[src/rtl/wbuf_pkg.sv]
package wbuf_pkg;
  typedef enum logic [1:0] {
    RD_IDLE,
    RD_DRAIN,
    RD_ISSUE,
    RD_WAIT
  } rd_state_e;
endpackage

[src/rtl/wbuf_store.sv]
module wbuf_store #(
  parameter int AW    = 32,
  parameter int DW    = 32,
  parameter int DEPTH = 4
) (
  input  logic                           clk_i,
  input  logic                           rst_ni,
  input  logic                           push_i,
  input  logic [AW-1:0]                  push_addr_i,
  input  logic [DW-1:0]                  push_data_i,
  input  logic                           pop_i,
  output logic [DEPTH-1:0][AW-1:0]       ent_addr_o,
  output logic [DEPTH-1:0][DW-1:0]       ent_data_o,
  output logic [DEPTH-1:0]               ent_vld_o,
  output logic [$clog2(DEPTH)-1:0]       head_o,
  output logic [$clog2(DEPTH):0]         count_o,
  output logic [AW-1:0]                  head_addr_o,
  output logic [DW-1:0]                  head_data_o
);
  localparam int PTR_W = $clog2(DEPTH);

  logic [PTR_W:0]   wr_ptr_q, rd_ptr_q;
  logic [PTR_W-1:0] wr_idx, rd_idx;

  assign wr_idx = wr_ptr_q[PTR_W-1:0];
  assign rd_idx = rd_ptr_q[PTR_W-1:0];

  always_ff @(posedge clk_i or negedge rst_ni) begin
    if (!rst_ni) begin
      wr_ptr_q <= '0;
      rd_ptr_q <= '0;
    end else begin
      if (push_i) wr_ptr_q <= wr_ptr_q + 1'b1;
      if (pop_i)  rd_ptr_q <= rd_ptr_q + 1'b1;
    end
  end

  for (genvar g = 0; g < DEPTH; g++) begin : g_slot
    logic          vld_q;
    logic [AW-1:0] addr_q;
    logic [DW-1:0] data_q;

    always_ff @(posedge clk_i or negedge rst_ni) begin
      if (!rst_ni) begin
        vld_q  <= 1'b0;
        addr_q <= '0;
        data_q <= '0;
      end else if (push_i && wr_idx == PTR_W'(g)) begin
        vld_q  <= 1'b1;
        addr_q <= push_addr_i;
        data_q <= push_data_i;
      end else if (pop_i && rd_idx == PTR_W'(g)) begin
        vld_q  <= 1'b0;
      end
    end

    assign ent_vld_o[g]  = vld_q;
    assign ent_addr_o[g] = addr_q;
    assign ent_data_o[g] = data_q;
  end

  assign head_o      = rd_idx;
  assign count_o     = wr_ptr_q - rd_ptr_q;
  assign head_addr_o = ent_addr_o[rd_idx];
  assign head_data_o = ent_data_o[rd_idx];
endmodule

[src/rtl/wbuf_match.sv]
module wbuf_match #(
  parameter int AW    = 32,
  parameter int DW    = 32,
  parameter int DEPTH = 4
) (
  input  logic [DEPTH-1:0][AW-1:0] ent_addr_i,
  input  logic [DEPTH-1:0][DW-1:0] ent_data_i,
  input  logic [DEPTH-1:0]         ent_vld_i,
  input  logic [$clog2(DEPTH)-1:0] head_i,
  input  logic [AW-1:0]            q_addr_i,
  input  logic                     in_vld_i,
  input  logic [AW-1:0]            in_addr_i,
  input  logic [DW-1:0]            in_data_i,
  output logic                     hit_o,
  output logic [DW-1:0]            hit_data_o
);
  localparam int PTR_W = $clog2(DEPTH);

  logic [DEPTH-1:0] slot_hit;
  logic [PTR_W-1:0] age_idx;

  for (genvar g = 0; g < DEPTH; g++) begin : g_cmp
    assign slot_hit[g] = ent_vld_i[g] && (ent_addr_i[g] == q_addr_i);
  end

  // scan from oldest to newest so the last hit wins; same-cycle write is newest
  always_comb begin
    hit_o      = 1'b0;
    hit_data_o = '0;
    age_idx    = head_i;
    for (int k = 0; k < DEPTH; k++) begin
      age_idx = head_i + PTR_W'(k);
      if (slot_hit[age_idx]) begin
        hit_o      = 1'b1;
        hit_data_o = ent_data_i[age_idx];
      end
    end
    if (in_vld_i && in_addr_i == q_addr_i) begin
      hit_o      = 1'b1;
      hit_data_o = in_data_i;
    end
  end
endmodule

[src/rtl/wbuf_rd_ctl.sv]
module wbuf_rd_ctl
  import wbuf_pkg::*;
#(
  parameter int AW = 32,
  parameter int DW = 32
) (
  input  logic          clk_i,
  input  logic          rst_ni,
  input  logic          fast_mode_i,
  input  logic          rd_valid_i,
  input  logic [AW-1:0] rd_addr_i,
  input  logic          hit_i,
  input  logic [DW-1:0] hit_data_i,
  input  logic          buf_empty_i,
  input  logic          mem_rd_ready_i,
  input  logic          mem_rd_resp_valid_i,
  input  logic [DW-1:0] mem_rd_resp_data_i,
  output logic          rd_ready_o,
  output logic          rd_resp_valid_o,
  output logic [DW-1:0] rd_resp_data_o,
  output logic          mem_rd_valid_o,
  output logic [AW-1:0] mem_rd_addr_o,
  output logic          drain_block_o,
  output logic          wr_pause_o,
  output logic          fast_q_o
);
  rd_state_e     state_q;
  logic [AW-1:0] addr_q;
  logic          fast_q;
  logic          resp_v_q;
  logic [DW-1:0] resp_d_q;
  logic          accept;

  assign rd_ready_o = (state_q == RD_IDLE);
  assign accept     = rd_valid_i && rd_ready_o;

  always_ff @(posedge clk_i or negedge rst_ni) begin
    if (!rst_ni) begin
      state_q  <= RD_IDLE;
      addr_q   <= '0;
      fast_q   <= 1'b0;
      resp_v_q <= 1'b0;
      resp_d_q <= '0;
    end else begin
      resp_v_q <= 1'b0;
      unique case (state_q)
        RD_IDLE: if (accept) begin
          addr_q <= rd_addr_i;
          fast_q <= fast_mode_i;
          if (fast_mode_i && hit_i) begin
            resp_v_q <= 1'b1;
            resp_d_q <= hit_data_i;
          end else if (fast_mode_i) begin
            state_q <= RD_ISSUE;
          end else begin
            state_q <= RD_DRAIN;
          end
        end
        RD_DRAIN: if (buf_empty_i) state_q <= RD_ISSUE;
        RD_ISSUE: if (mem_rd_ready_i) state_q <= RD_WAIT;
        RD_WAIT: if (mem_rd_resp_valid_i) begin
          resp_v_q <= 1'b1;
          resp_d_q <= mem_rd_resp_data_i;
          state_q  <= RD_IDLE;
        end
        default: state_q <= RD_IDLE;
      endcase
    end
  end

  assign rd_resp_valid_o = resp_v_q;
  assign rd_resp_data_o  = resp_d_q;
  assign mem_rd_valid_o  = (state_q == RD_ISSUE);
  assign mem_rd_addr_o   = addr_q;
  assign drain_block_o   = (state_q == RD_DRAIN);
  assign wr_pause_o      = (state_q == RD_ISSUE) || (state_q == RD_WAIT);
  assign fast_q_o        = fast_q;
endmodule

[src/rtl/wr_bypass_buf.sv]
module wr_bypass_buf #(
  parameter int AW    = 32,
  parameter int DW    = 32,
  parameter int DEPTH = 4
) (
  input  logic          clk_i,
  input  logic          rst_ni,
  input  logic          fast_mode_i,
  input  logic          wr_valid_i,
  output logic          wr_ready_o,
  input  logic [AW-1:0] wr_addr_i,
  input  logic [DW-1:0] wr_data_i,
  input  logic          rd_valid_i,
  output logic          rd_ready_o,
  input  logic [AW-1:0] rd_addr_i,
  output logic          rd_resp_valid_o,
  output logic [DW-1:0] rd_resp_data_o,
  output logic          mem_wr_valid_o,
  input  logic          mem_wr_ready_i,
  output logic [AW-1:0] mem_wr_addr_o,
  output logic [DW-1:0] mem_wr_data_o,
  output logic          mem_rd_valid_o,
  input  logic          mem_rd_ready_i,
  output logic [AW-1:0] mem_rd_addr_o,
  input  logic          mem_rd_resp_valid_i,
  input  logic [DW-1:0] mem_rd_resp_data_i
);
  localparam int PTR_W = $clog2(DEPTH);
  localparam int CNT_W = PTR_W + 1;

  logic [DEPTH-1:0][AW-1:0] ent_addr;
  logic [DEPTH-1:0][DW-1:0] ent_data;
  logic [DEPTH-1:0]         ent_vld;
  logic [PTR_W-1:0]         head;
  logic [CNT_W-1:0]         count;
  logic                     full, empty, push, pop;
  logic                     hit;
  logic [DW-1:0]            hit_data;
  logic                     drain_block, wr_pause, fast_q;

  assign full           = (count == CNT_W'(DEPTH));
  assign empty          = (count == '0);
  assign wr_ready_o     = !full && !drain_block;
  assign push           = wr_valid_i && wr_ready_o;
  assign mem_wr_valid_o = !empty && !wr_pause;
  assign pop            = mem_wr_valid_o && mem_wr_ready_i;

  wbuf_store #(.AW(AW), .DW(DW), .DEPTH(DEPTH)) u_store (
    .clk_i       (clk_i),
    .rst_ni      (rst_ni),
    .push_i      (push),
    .push_addr_i (wr_addr_i),
    .push_data_i (wr_data_i),
    .pop_i       (pop),
    .ent_addr_o  (ent_addr),
    .ent_data_o  (ent_data),
    .ent_vld_o   (ent_vld),
    .head_o      (head),
    .count_o     (count),
    .head_addr_o (mem_wr_addr_o),
    .head_data_o (mem_wr_data_o)
  );

  wbuf_match #(.AW(AW), .DW(DW), .DEPTH(DEPTH)) u_match (
    .ent_addr_i (ent_addr),
    .ent_data_i (ent_data),
    .ent_vld_i  (ent_vld),
    .head_i     (head),
    .q_addr_i   (rd_addr_i),
    .in_vld_i   (push),
    .in_addr_i  (wr_addr_i),
    .in_data_i  (wr_data_i),
    .hit_o      (hit),
    .hit_data_o (hit_data)
  );

  wbuf_rd_ctl #(.AW(AW), .DW(DW)) u_rd_ctl (
    .clk_i               (clk_i),
    .rst_ni              (rst_ni),
    .fast_mode_i         (fast_mode_i),
    .rd_valid_i          (rd_valid_i),
    .rd_addr_i           (rd_addr_i),
    .hit_i               (hit),
    .hit_data_i          (hit_data),
    .buf_empty_i         (empty),
    .mem_rd_ready_i      (mem_rd_ready_i),
    .mem_rd_resp_valid_i (mem_rd_resp_valid_i),
    .mem_rd_resp_data_i  (mem_rd_resp_data_i),
    .rd_ready_o          (rd_ready_o),
    .rd_resp_valid_o     (rd_resp_valid_o),
    .rd_resp_data_o      (rd_resp_data_o),
    .mem_rd_valid_o      (mem_rd_valid_o),
    .mem_rd_addr_o       (mem_rd_addr_o),
    .drain_block_o       (drain_block),
    .wr_pause_o          (wr_pause),
    .fast_q_o            (fast_q)
  );
endmodule

[config.mk]
export PLATFORM = sky130hd
export DESIGN_NAME = wr_bypass_buf
export DESIGN_NICKNAME = d
export VERILOG_FILES = /design/src/rtl/wbuf_pkg.sv /design/src/rtl/wbuf_store.sv /design/src/rtl/wbuf_match.sv /design/src/rtl/wbuf_rd_ctl.sv /design/src/rtl/wr_bypass_buf.sv
export SDC_FILE = /design/constraint.sdc
export NUM_CORES = 1
export LEC_CHECK = 0
export BUFFER_PORTS_ARGS = -buffer_cell sky130_fd_sc_hd__buf_2
export CAP_MARGIN = 15
export CORE_ASPECT_RATIO = 0.75
export CORE_MARGIN = 2
export CORE_UTILIZATION = 45
export DETAILED_ROUTE_END_ITERATION = 6
export SETUP_SLACK_MARGIN = 0.4
export SYNTH_ARGS = -nofsm -noshare
export SYNTH_HDL_FRONTEND = slang
export SYNTH_HIERARCHICAL = 1
export SYNTH_SLANG_ARGS = --single-unit
[constraint.sdc]
create_clock -name clk_i -period 4.1 [get_ports clk_i]
set_input_delay 0.41 -clock clk_i [delete_from_list [all_inputs] [get_ports clk_i]]
set_output_delay 0.41 -clock clk_i [all_outputs]
set_load 0.005 [all_outputs]
==> metrics.txt <==
# TYPE chip_impl_metric gauge
chip_impl_metric{name="cellPowerDensity",unit="nW/µm²"} 842
chip_impl_metric{name="crit_fanout",unit=""} 8
chip_impl_metric{name="detail_route.vias_per_cell",unit=""} 6.04
chip_impl_metric{name="drv_slew",unit=""} 0
chip_impl_metric{name="syn-cell-area",unit="µm²"} 21500
chip_impl_info{name="crit_path_top_delay_cell",value="sky130_fd_sc_hd__dfrtp_4"} 1
chip_impl_metric{name="layout.nets",unit=""} 2185
chip_impl_metric{name="comb_power_share",unit=""} 0.528
chip_impl_metric{name="grt_first_pass_wirelength",unit="mm"} 99.5
chip_impl_metric{name="cts-htree-levels",unit=""} 2
chip_impl_metric{name="i_o_buffers",unit=""} 268
chip_impl_metric{name="cts_buffers",unit=""} 39
chip_impl_info{name="timing.critical_path.max_delay_family",value="simple AND/OR/NAND/NOR gates"} 1
chip_impl_metric{name="reg2reg_slack",unit="ns"} 0.40
chip_impl_metric{name="pwr-share-clk",unit=""} 0.159
chip_impl_metric{name="sum_neg_setup_slack",unit="ns"} 0
chip_impl_metric{name="fin_crit",unit="ns"} 3.70
chip_impl_metric{name="crit_required",unit="ns"} 4.55
chip_impl_metric{name="ctsLongestPathBuffers",unit=""} 3
chip_impl_metric{name="clk_pin_slew",unit="ns"} 0.06
chip_impl_metric{name="post_dp_cell_area",unit="µm²"} 23100
chip_impl_info{name="critical_path.startpoint_type",value="register"} 1
chip_impl_metric{name="report.final.hold_viol_count",unit=""} 0
chip_impl_metric{name="maxCapViolations",unit=""} 0
chip_impl_metric{name="timing_worst_slew_pin_value",unit="ns"} 0.998
chip_impl_metric{name="worst_slew_margin_rel",unit=""} 0.334
chip_impl_metric{name="internal_power",unit="W"} 0.0127
chip_impl_metric{name="worst_ir_drop_vdd",unit="mV"} 0.707
chip_impl_metric{name="globalRouteOverflowTotal",unit=""} 0
chip_impl_metric{name="min_period_over_period",unit=""} 0.903
chip_impl_metric{name="critical-path-max-stage-delay",unit="ns"} 0.51
chip_impl_metric{name="post_route_cell_area",unit="µm²"} 24900
chip_impl_metric{name="finalSetupViolations",unit=""} 0
chip_impl_metric{name="power.static_leakage",unit="nW"} 10.7
chip_impl_info{name="rsz0062_at_grt",value="true"} 1
chip_impl_info{name="worstHoldStart",value="wr_data_i[0]"} 1
chip_impl_metric{name="clock.fmax",unit="GHz"} 0.270
chip_impl_metric{name="worstSkewPairLatency",unit="ns"} 0.58
chip_impl_metric{name="worst-endpoint-arrival",unit="ns"} 4.15
chip_impl_metric{name="die_width",unit="µm"} 256
chip_impl_metric{name="boundaryPins",unit=""} 269
chip_impl_info{name="regToRegStartpoint",value="u_store/rd_ptr_q[0]"} 1
chip_impl_metric{name="area.growth.synth_to_final",unit="%"} 15.8
chip_impl_metric{name="detail_route.first_pass.iterations",unit=""} 5
chip_impl_metric{name="power.share.switching",unit=""} 0.395
chip_impl_metric{name="clock-sinks",unit=""} 333
chip_impl_info{name="setup.worst_path.start",value="u_store/rd_ptr_q[0]"} 1
chip_impl_info{name="status",value="finished, final reports clean"} 1
chip_impl_metric{name="totalWireLength",unit="mm"} 67.5
chip_impl_metric{name="p_seq_frac",unit=""} 0.313
chip_impl_metric{name="syn_avg_cell_area",unit="µm²"} 11.8
chip_impl_info{name="critical_path.endpoint_type",value="register"} 1
chip_impl_metric{name="pin_count_of_the_biggest_net_entering_global_routing",unit=""} 189
chip_impl_metric{name="syn_inst",unit=""} 1820
chip_impl_metric{name="die_h",unit="µm"} 193
chip_impl_info{name="clockRootBuffer",value="sky130_fd_sc_hd__clkbuf_16"} 1
chip_impl_metric{name="switching_component_of_the_power",unit="W"} 0.00827
chip_impl_info{name="hp_class",value="in2reg"} 1
chip_impl_metric{name="routed_wire_length_per_instance",unit="µm"} 25.0
chip_impl_metric{name="synthesis.yosys.warnings",unit=""} 6
chip_impl_metric{name="track_usage",unit=""} 0.263
chip_impl_info{name="tritoncts_clock_tree",value="built"} 1
chip_impl_info{name="worstSetupPathType",value="reg2reg"} 1
chip_impl_metric{name="std_cell_rows",unit=""} 69
chip_impl_info{name="worstReg2RegEnd",value="u_rd_ctl/rd_resp_data_o[2]"} 1
chip_impl_metric{name="die_area",unit="µm²"} 49500
chip_impl_metric{name="grt_antenna_before_repair",unit=""} 5
chip_impl_metric{name="syn_nets",unit=""} 1971
chip_impl_metric{name="detail_route.iter0.violations",unit=""} 1306
chip_impl_metric{name="whs_path_depth",unit=""} 2
chip_impl_metric{name="timing.clock.skew",unit="ns"} 0.0206
chip_impl_metric{name="floorplan.core_area",unit="µm²"} 47200
chip_impl_info{name="hold-path-endpoint",value="u_store/g_slot[0].data_q[0]"} 1
chip_impl_metric{name="crit_buf_inv",unit=""} 3
chip_impl_metric{name="hpwl_detailed",unit="mm"} 43.2
chip_impl_metric{name="vias_in_the_first_global_route",unit=""} 15900
chip_impl_metric{name="place.gp.congestion",unit=""} 0.910
chip_impl_metric{name="dr_total_vias",unit=""} 16300
chip_impl_metric{name="post-route-drc-count",unit=""} 0
chip_impl_metric{name="initial_utilization",unit=""} 0.455
chip_impl_info{name="worstPathCellList",value="ha_4, fa_2, xnor2_2, xnor2_2, a21oi_2, nand3_2, nor4_4, buf_12, or3_4, nand4_1, a21oi_4, buf_12, clkbuf_16, mux2_2"} 1
chip_impl_metric{name="timing.reg2reg.worst_path_depth",unit=""} 14
chip_impl_metric{name="ant_nets",unit=""} 0
chip_impl_metric{name="drive_above_1_share",unit=""} 0.407
## worst max path at each step
stage,endpoint,cells past startpoint
after CTS,u_rd_ctl/rd_resp_data_o[11],14
after global routing,u_rd_ctl/rd_resp_data_o[22],14
after detailed placement,u_rd_ctl/rd_resp_data_o[11],14
after global placement,u_rd_ctl/rd_resp_data_o[12],13
after floorplan,u_rd_ctl/rd_resp_data_o[10],14
final,u_rd_ctl/rd_resp_data_o[2],14
## power by group through the flow
stage	combinational [W]	clock, W	sequential, W
after global routing	0.0120	0.00354	0.00681
final	0.0111	0.00333	0.00655
after detailed placement	0.0107	0	0.00655
after CTS	0.0107	0.00339	0.00651
after global placement	0.0105	0	0.00645
after floorplan	0.00785	0	0.00613
## layout make-up
type	count	area (µm²)
fill	4127	22400
multi-input combinational	1307	12100
tap	639	800
sequential	333	8340
clock inverter	8	55.1
timing repair buffer	339	2380
clock buffer	56	1120
inverter	14	52.6
antenna	4	10.0
## sequential cells by signal, indices dropped and copies added, names as in the netlist
| name | cells |
|---|---|
| u_rd_ctl/state_q | 2 |
| u_store/g_slot.vld_q | 4 |
| u_rd_ctl/mem_rd_addr_o | 32 |
| u_store/wr_ptr_q | 3 |
| u_store/rd_ptr_q | 3 |
| u_rd_ctl/rd_resp_valid_o | 1 |
| u_store/g_slot.data_q | 128 |
| u_store/g_slot.addr_q | 128 |
| u_rd_ctl/rd_resp_data_o | 32 |
## routing by layer
layer | up-vias | track usage | wire [µm]
met5 | - | 0 | 14
met4 | 2 | 0.0677 | 1530
met3 | 134 | 0.0651 | 5170
met2 | 671 | 0.385 | 29100
met1 | 8324 | 0.388 | 31700
li1 | 7172 | - | -
## placed cells by master (no fill, tap or decap), types with 51 or more instances in the layout
cell type and count:
sky130_fd_sc_hd__buf_2 267, sky130_fd_sc_hd__dfrtp_1 331, sky130_fd_sc_hd__mux2_1 51, sky130_fd_sc_hd__mux2_2 316
sky130_fd_sc_hd__mux2i_1 102, sky130_fd_sc_hd__mux4_2 64, sky130_fd_sc_hd__nand2_1 113, sky130_fd_sc_hd__nor2_1 70
sky130_fd_sc_hd__o21ai_0 95, sky130_fd_sc_hd__xnor2_1 120
## worst reg2reg max path, delay by kind of cell, from the launching register on
| family | cells | cell delay [ns] |
|---|---|---|
| adder cells (fa/ha/maj) | 2 | 0.60 |
| XOR/XNOR | 2 | 0.36 |
| buffers and inverters | 3 | 0.55 |
| AO/OA/AOI/OAI | 2 | 0.49 |
| flip-flops | 1 | 0.51 |
| AND/OR/NAND/NOR | 4 | 0.77 |
| multiplexers | 1 | 0.33 |
## repair_timing
item / 4_1_cts / 5_1_grt
pin swaps: 1 / 19
endpoints found under the setup margin: 49 / 49
gates resized for setup: 1 / 48
hold buffers: 1 / 0
setup buffers: 1 / 15
hold endpoints to repair: 47 / 0
gates cloned: 1 / 8
## metrics by stage
stage	power (W)	worst slack (ns)	util	cells	hold WS (ns)
detailed placement	0.0172	0.313	0.490	2606	0.482
floorplan	0.0140	0.480	-	1820	0.114
global placement	0.0169	0.399	0.490	2606	0.481
global route	0.0223	0.255	0.527	2698	0.100
finish	0.0209	0.397	0.527	2700	0.116
CTS	0.0206	0.430	0.516	2673	0.0835
Power figures use the tool's default switching activity.
